### src/rtl/l2tag_pkg.sv
package l2tag_pkg;
  localparam int ADDR_W      = 32;
  localparam int LINE_LSB    = 5;
  localparam int SET_LSB_MIN = 18;
  localparam int SIZE_CODES  = 4;
  localparam int TAG_BASE    = 7;
  localparam int TAG_WORD    = 10;
  localparam int IDX_W       = SET_LSB_MIN - LINE_LSB + SIZE_CODES - 1;
  localparam int WIDTH_W     = $clog2(TAG_WORD + 1);

  typedef logic [ADDR_W-1:0]   addr_t;
  typedef logic [IDX_W-1:0]    idx_t;
  typedef logic [TAG_WORD-1:0] tword_t;
  typedef logic [1:0]          size_t;
  typedef logic [WIDTH_W-1:0]  twidth_t;

  typedef enum logic [1:0] {ST_IDLE, ST_LOOK, ST_VICT, ST_RESP} state_t;

  // lowest address bit that belongs to the tag
  function automatic int f_shift(size_t s);
    return SET_LSB_MIN + int'(s);
  endfunction

  // compared tag width; writeback keeps 7 bits and frees one for the modify flag
  function automatic twidth_t f_width(logic [1:0] mode, logic wb);
    return wb ? twidth_t'(TAG_BASE) : twidth_t'(TAG_BASE + int'(mode));
  endfunction

  function automatic idx_t f_index(addr_t a, size_t s);
    addr_t m;
    m = (addr_t'(1) << (f_shift(s) - LINE_LSB)) - addr_t'(1);
    return idx_t'((a >> LINE_LSB) & m);
  endfunction

  function automatic tword_t f_tag(addr_t a, size_t s, twidth_t w);
    addr_t m;
    m = (addr_t'(1) << w) - addr_t'(1);
    return tword_t'((a >> f_shift(s)) & m);
  endfunction

  // first uncacheable byte address: span covered by the tag less one cache size
  function automatic logic [ADDR_W:0] f_limit(size_t s, twidth_t w);
    logic [ADDR_W:0] one;
    one = {{ADDR_W{1'b0}}, 1'b1};
    return (one << (f_shift(s) + int'(w))) - (one << f_shift(s));
  endfunction

  function automatic addr_t f_line(tword_t t, idx_t i, size_t s);
    return (addr_t'(t) << f_shift(s)) | (addr_t'(i) << LINE_LSB);
  endfunction
endpackage

### src/rtl/l2tag_decode.sv
module l2tag_decode
  import l2tag_pkg::*;
(
  input  addr_t      addr,
  input  size_t      size,
  input  logic [1:0] mode,
  input  logic       wb,
  output idx_t       idx,
  output tword_t     tag,
  output twidth_t    width,
  output logic       cacheable
);
  logic [ADDR_W:0] limit;

  assign width     = f_width(mode, wb);
  assign idx       = f_index(addr, size);
  assign tag       = f_tag(addr, size, width);
  assign limit     = f_limit(size, width);
  assign cacheable = ({1'b0, addr} < limit);
endmodule

### src/rtl/l2tag_compare.sv
module l2tag_compare
  import l2tag_pkg::*;
(
  input  tword_t  stored,
  input  tword_t  tag,
  input  twidth_t width,
  input  logic    wb,
  output logic    match,
  output logic    dirty,
  output tword_t  stored_tag
);
  logic [TAG_WORD-1:0] bit_ok;
  logic [TAG_WORD-1:0] keep;

  for (genvar gi = 0; gi < TAG_WORD; gi++) begin : g_bit
    assign keep[gi]   = (gi < int'(width));
    assign bit_ok[gi] = !keep[gi] || (stored[gi] == tag[gi]);
  end

  assign match      = &bit_ok;
  assign stored_tag = stored & keep;
  assign dirty      = wb & stored[TAG_BASE];
endmodule

### src/rtl/l2tag_ctrl.sv
module l2tag_ctrl
  import l2tag_pkg::*;
(
  input  logic                clk,
  input  logic                rst_n,
  input  logic                req_valid,
  input  logic [ADDR_W-1:0]   req_addr,
  input  logic                req_write,
  input  logic                req_pci,
  input  logic [1:0]          cfg_size,
  input  logic [1:0]          cfg_tag_mode,
  input  logic                cfg_wb,
  input  logic [TAG_WORD-1:0] tag_rdata,
  input  logic                victim_ack,
  output logic [IDX_W-1:0]    tag_idx,
  output logic [TAG_WORD-1:0] tag_wdata,
  output logic                tag_we,
  output logic                resp_done,
  output logic                resp_hit,
  output logic                resp_pci,
  output logic                dram_wr_req,
  output logic                victim_req,
  output logic [ADDR_W-1:0]   victim_addr
);
  state_t  state;
  addr_t   addr_q;
  logic    write_q, pci_q;
  addr_t   addr_sel;
  idx_t    dec_idx;
  tword_t  dec_tag, stored_tag;
  twidth_t dec_width;
  logic    cacheable, match, dirty;

  // request address is decoded straight from the port while idle, then held
  assign addr_sel = (state == ST_IDLE) ? req_addr : addr_q;
  assign tag_idx  = dec_idx;

  l2tag_decode u_decode (
    .addr      (addr_sel),
    .size      (cfg_size),
    .mode      (cfg_tag_mode),
    .wb        (cfg_wb),
    .idx       (dec_idx),
    .tag       (dec_tag),
    .width     (dec_width),
    .cacheable (cacheable)
  );

  l2tag_compare u_compare (
    .stored     (tag_rdata),
    .tag        (dec_tag),
    .width      (dec_width),
    .wb         (cfg_wb),
    .match      (match),
    .dirty      (dirty),
    .stored_tag (stored_tag)
  );

  // named events for the checks below
  logic ev_accept, ev_look, ev_hit, ev_write_hit, ev_alloc, ev_victim, ev_uncache;
  tword_t dirty_word;
  assign ev_accept    = (state == ST_IDLE) && req_valid;
  assign ev_look      = (state == ST_LOOK);
  assign ev_uncache   = ev_look && !cacheable;
  assign ev_hit       = ev_look && cacheable && match;
  assign ev_write_hit = ev_hit && write_q;
  assign ev_alloc     = ev_look && cacheable && !match && !write_q;
  assign ev_victim    = ev_alloc && dirty;
  assign dirty_word   = dec_tag | (tword_t'(1) << TAG_BASE);

  always_ff @(posedge clk) begin
    if (!rst_n) begin
      state       <= ST_IDLE;
      addr_q      <= '0;
      write_q     <= 1'b0;
      pci_q       <= 1'b0;
      tag_wdata   <= '0;
      tag_we      <= 1'b0;
      resp_done   <= 1'b0;
      resp_hit    <= 1'b0;
      resp_pci    <= 1'b0;
      dram_wr_req <= 1'b0;
      victim_req  <= 1'b0;
      victim_addr <= '0;
    end else begin
      resp_done   <= 1'b0;
      resp_hit    <= 1'b0;
      tag_we      <= 1'b0;
      dram_wr_req <= 1'b0;
      unique case (state)
        ST_IDLE: begin
          if (ev_accept) begin
            addr_q  <= req_addr;
            write_q <= req_write;
            pci_q   <= req_pci;
            state   <= ST_LOOK;
          end
        end
        ST_LOOK: begin
          if (ev_victim) begin
            victim_req  <= 1'b1;
            victim_addr <= f_line(stored_tag, dec_idx, cfg_size);
            tag_wdata   <= dec_tag;
            state       <= ST_VICT;
          end else begin
            resp_done   <= 1'b1;
            resp_hit    <= ev_hit;
            resp_pci    <= pci_q;
            tag_we      <= ev_alloc || (ev_write_hit && cfg_wb);
            tag_wdata   <= ev_write_hit ? dirty_word : dec_tag;
            dram_wr_req <= write_q && !(ev_hit && cfg_wb);
            state       <= ST_RESP;
          end
        end
        ST_VICT: begin
          if (victim_ack) begin
            victim_req <= 1'b0;
            resp_done  <= 1'b1;
            resp_pci   <= pci_q;
            tag_we     <= 1'b1;
            state      <= ST_RESP;
          end
        end
        ST_RESP: state <= ST_IDLE;
        default: state <= ST_IDLE;
      endcase
    end
  end

  // completion is a single-cycle pulse
  p_done_pulse_r4: assert property (@(posedge clk) disable iff (!rst_n)
    resp_done |=> !resp_done);

  // an uncacheable lookup never changes the tag store
  p_uncache_no_write_r3: assert property (@(posedge clk) disable iff (!rst_n)
    ev_uncache |=> (!tag_we && !victim_req && !resp_hit));

  // a read hit writes neither tag nor DRAM
  p_read_hit_quiet_r5: assert property (@(posedge clk) disable iff (!rst_n)
    (ev_hit && !write_q) |=> (resp_hit && !tag_we && !dram_wr_req));

  // write-through write hit goes to DRAM
  p_wt_write_hit_r6: assert property (@(posedge clk) disable iff (!rst_n)
    (ev_write_hit && !cfg_wb) |=> (dram_wr_req && !tag_we));

  // writeback write hit marks the line, no DRAM write
  p_wb_write_hit_r7: assert property (@(posedge clk) disable iff (!rst_n)
    (ev_write_hit && cfg_wb) |=> (tag_we && tag_wdata[TAG_BASE] && !dram_wr_req));

  // tag writes only happen with the completion pulse
  p_we_with_done_r8: assert property (@(posedge clk) disable iff (!rst_n)
    tag_we |-> resp_done);

  // victim request holds until acknowledged
  p_victim_hold_r10: assert property (@(posedge clk) disable iff (!rst_n)
    (victim_req && !victim_ack) |=> victim_req);

  // release of the victim request brings the clean tag write
  p_victim_then_fill_r10: assert property (@(posedge clk) disable iff (!rst_n)
    $fell(victim_req) |-> (tag_we && resp_done && !tag_wdata[TAG_BASE]));
endmodule

### config.mk
export PLATFORM = sky130hd
export DESIGN_NAME = l2tag_ctrl
export DESIGN_NICKNAME = d
export VERILOG_FILES = /design/src/rtl/l2tag_pkg.sv /design/src/rtl/l2tag_decode.sv /design/src/rtl/l2tag_compare.sv /design/src/rtl/l2tag_ctrl.sv
export SDC_FILE = /design/constraint.sdc
export NUM_CORES = 1
export LEC_CHECK = 0
export BUFFER_PORTS_ARGS = -buffer_cell sky130_fd_sc_hd__buf_2
export CORE_MARGIN = 2
export CORE_UTILIZATION = 50
export CTS_CLUSTER_DIAMETER = 120
export DETAILED_ROUTE_END_ITERATION = 10
export GPL_ROUTABILITY_DRIVEN = 0
export PLACE_DENSITY = 0.84
export SYNTH_ARGS = -nofsm -noshare
export SYNTH_HDL_FRONTEND = slang
export SYNTH_SLANG_ARGS = --single-unit
### constraint.sdc
create_clock -name clk -period 11.08 [get_ports clk]
set_input_delay 1.108 -clock clk [delete_from_list [all_inputs] [get_ports clk]]
set_output_delay 1.108 -clock clk [all_outputs]
set_load 0.1 [all_outputs]
==> impl_results.md <==
* Crit-path max FO at 31
* EDFF count, synth at 0
* Final Hold Viols at 0
* Max Cap Violations at 0
* Arrival time of the worst setup path at 7.63 ns
* Wire length per cell at 16.9 um
* Synth async-reset ratio at 0
* Core area at 0.0120 mm^2
* Clk_lat worst skew at 0.34 ns
* Internal at 846 uW
* First-pass GRT wire length at 26100 um
* # fillers at 1047
* Comb pwr share at 0.616
* DIE AREA at 0.0132 mm^2
* Routed vias/inst at 5.99
* CTS tree: done
* Clock sinks at 78
* Worst Tran Pin Value at 1.03 ns
* Clk network pwr share at 0.177
* # port buffers at 110
* Number of gates resized after cts at 0
* Post-Syn Area at 0.00614 mm^2
* Cell with the most instances after synthesis: nand2_1
* Via count at 5873
* CTS buffer count at 9
* Net Sw Power at 859 uW
* Rel. slew slack at 0.311
* Syn Inst Count at 733
* Initial Utilization at 0.511
* Root Driver: clkbuf_16
* Post-detailed-route count of antenna-violating nets at 0
* VDD IR max at 0.000112 V
* Critical Path Source Type: input port
* Status: complete, but fails checks
* Die X at 115 um
* Flop pwr share at 0.207
* Synth top area cells: dfxtp_1 25%, ha_1 11%, nand2_1 6.9%, a21oi_1 6.5%, mux2_2 6.4%
* Crit path capture type: flip-flop
* H-tree depth at 3
* Number of antenna diodes at 0
* Failing checks: design-rule violations
* CP required at 11.31 ns
* Switching Share at 0.504
* Total track usage at 0.250
* Ports at 117
* Deepest clock path buffer count at 2
* Die Ht at 115 um
* P&R area growth vs syn at 14.3%
* Fmax at 135 MHz
* Final Slew Violations at 0
* Fin crit period at 7.40 ns
* Mean post-synth cell area at 8.37 um^2
* Top cell type's share of synthesized area at 0.254
* Clock Skews at 0.0108 ns
* Largest net degree at the start of global routing at 61
* First-pass DRT Iterations at 8
* Final worst-path cycle share at 0.668
* Tightest Hold Check Type: flip-flop to flip-flop
* Setup CP Type: input port to flip-flop
* Yosys cell types at 75
* RSZ-0062 raised after global routing: no
* Vias in the first global route at 5118
* Seq/Total Area, Yosys at 0.254
* Total routed wirelength at 16600 um
* Final setup TNS at 0 ns
* Post-CTS Setup Repair Bufs at 0
* #FFs+latches synth at 78
* Initial antenna violation count at 1
* Fraction of layout cells with a size suffix above 1 at 0.247
* Biggest area consumer among synthesized cells: dfxtp_1
* Most common library cells after synthesis: 113 x nand2_1, 80 x a21oi_1, 78 x dfxtp_1
* Final setup fails at 0
* Number of hold buffers added after CTS at 0
* Drt first-iter violations at 702
* Rows at 40
* Pleak at 3.08 nW
* Pwr dens at 243 mW/mm^2
* Main synth FF type: dfxtp_1
* # DRC at 2
* DPL Wire Length at 12000 um
* Nets@finish at 940
* GRT Residual Overflow at 0
* Synth warn at 0
* Clk slew on worst S/H paths at 0.06 ns
* Overall Power at 1.71 mW
kinds of logic after synthesis:
group,synth area share
buf+inv,0.0587
fa+ha+maj,0.117
simple gates,0.200
mux,0.142
xor+xnor,0.0283
other cells,0.00122
compound gates,0.198
flops,0.254
critical path: stages:
cell and delay (ns):
buf_2 0.49, inv_1 0.53, ha_1 0.38, a21oi_1 0.28
nand3_2 0.27, nor3_1 0.36, ha_1 0.33, o21a_1 0.21
o21ai_0 0.15, o32a_1 0.24, a31oi_4 0.13, o21ai_0 0.18
nand2b_1 0.12, mux2i_1 0.17, a21oi_1 0.09, ha_1 0.30
a21o_1 0.18, a21o_1 0.17, a21oi_1 0.13, o21a_1 0.13
o21ai_0 0.21, o221ai_4 0.76, nand2_2 0.27, o311a_1 0.40
sequential cells by signal, indices dropped and copies added (netlist names), 2 cells and up:
register and count:
victim_addr 27, addr_q 31, tag_wdata 10, state 2
layer usage:
layer | up-vias | track usage | wire length, um
met2 | 282 | 0.410 | 7740
met4 | 2 | 0.0747 | 379
li1 | 2809 | - | -
met3 | 38 | 0.0443 | 1230
met1 | 2742 | 0.338 | 7210
met5 | - | 0 | 13
layout by cell type, fill, tap and decap left out, drive strengths merged, types with 18 or more instances in the layout:
master | synthesis | final
dfxtp | 78 | 78
ha | 56 | 56
mux2i | 18 | 18
nor3 | 20 | 20
nor2 | 27 | 27
inv | 25 | 26
o21ai | 38 | 38
nand3 | 25 | 25
a21oi | 82 | 82
nand2 | 115 | 115
conb | 2 | 20
mux2 | 36 | 36
buf | 25 | 115
per-stage QoR:
stage,cells,utilization,hold WS [ns],area (um^2),worst slack [ns]
after floorplan,751,-,0.434,6200,4.86
after global placement,966,0.559,0.439,6720,3.70
after detailed placement,966,0.559,0.447,6720,3.63
after CTS,980,0.584,0.455,7020,3.95
after global routing,980,0.584,0.464,7020,3.39
final,980,0.584,0.455,7020,3.68
worst paths after layout:
| path | from | end | slack (ns) | depth (start not counted) |
|---|---|---|---|---|
| min reg2reg | addr_q[4] | addr_q[4] | 0.46 | 2 |
| min | addr_q[4] | addr_q[4] | 0.46 | 2 |
| max reg2reg | state[0] | victim_addr[18] | 6.45 | 11 |
| max | cfg_size[1] | victim_addr[18] | 3.68 | 24 |
area by class of cell:
| class | instances | area [um^2] | share of cell area |
|---|---|---|---|
| clock inverter | 3 | 43.8 | 0.00624 |
| inverter | 27 | 101 | 0.0144 |
| clock buffer | 11 | 253 | 0.0360 |
| tap | 147 | 184 | 0.0262 |
| multi-input combinational | 599 | 4290 | 0.611 |
| sequential | 78 | 1560 | 0.223 |
| timing repair buffer | 115 | 588 | 0.0838 |
power by group through the flow:
stage / logic (mW) / clock network, mW / registers, mW
after CTS: 1.04 / 0.302 / 0.353
after detailed placement: 1.04 / 0 / 0.359
after global routing: 1.13 / 0.315 / 0.359
final: 1.05 / 0.302 / 0.354
after floorplan: 0.740 / 0 / 0.483
after global placement: 1.02 / 0 / 0.357
Power figures use the tool's default switching activity.
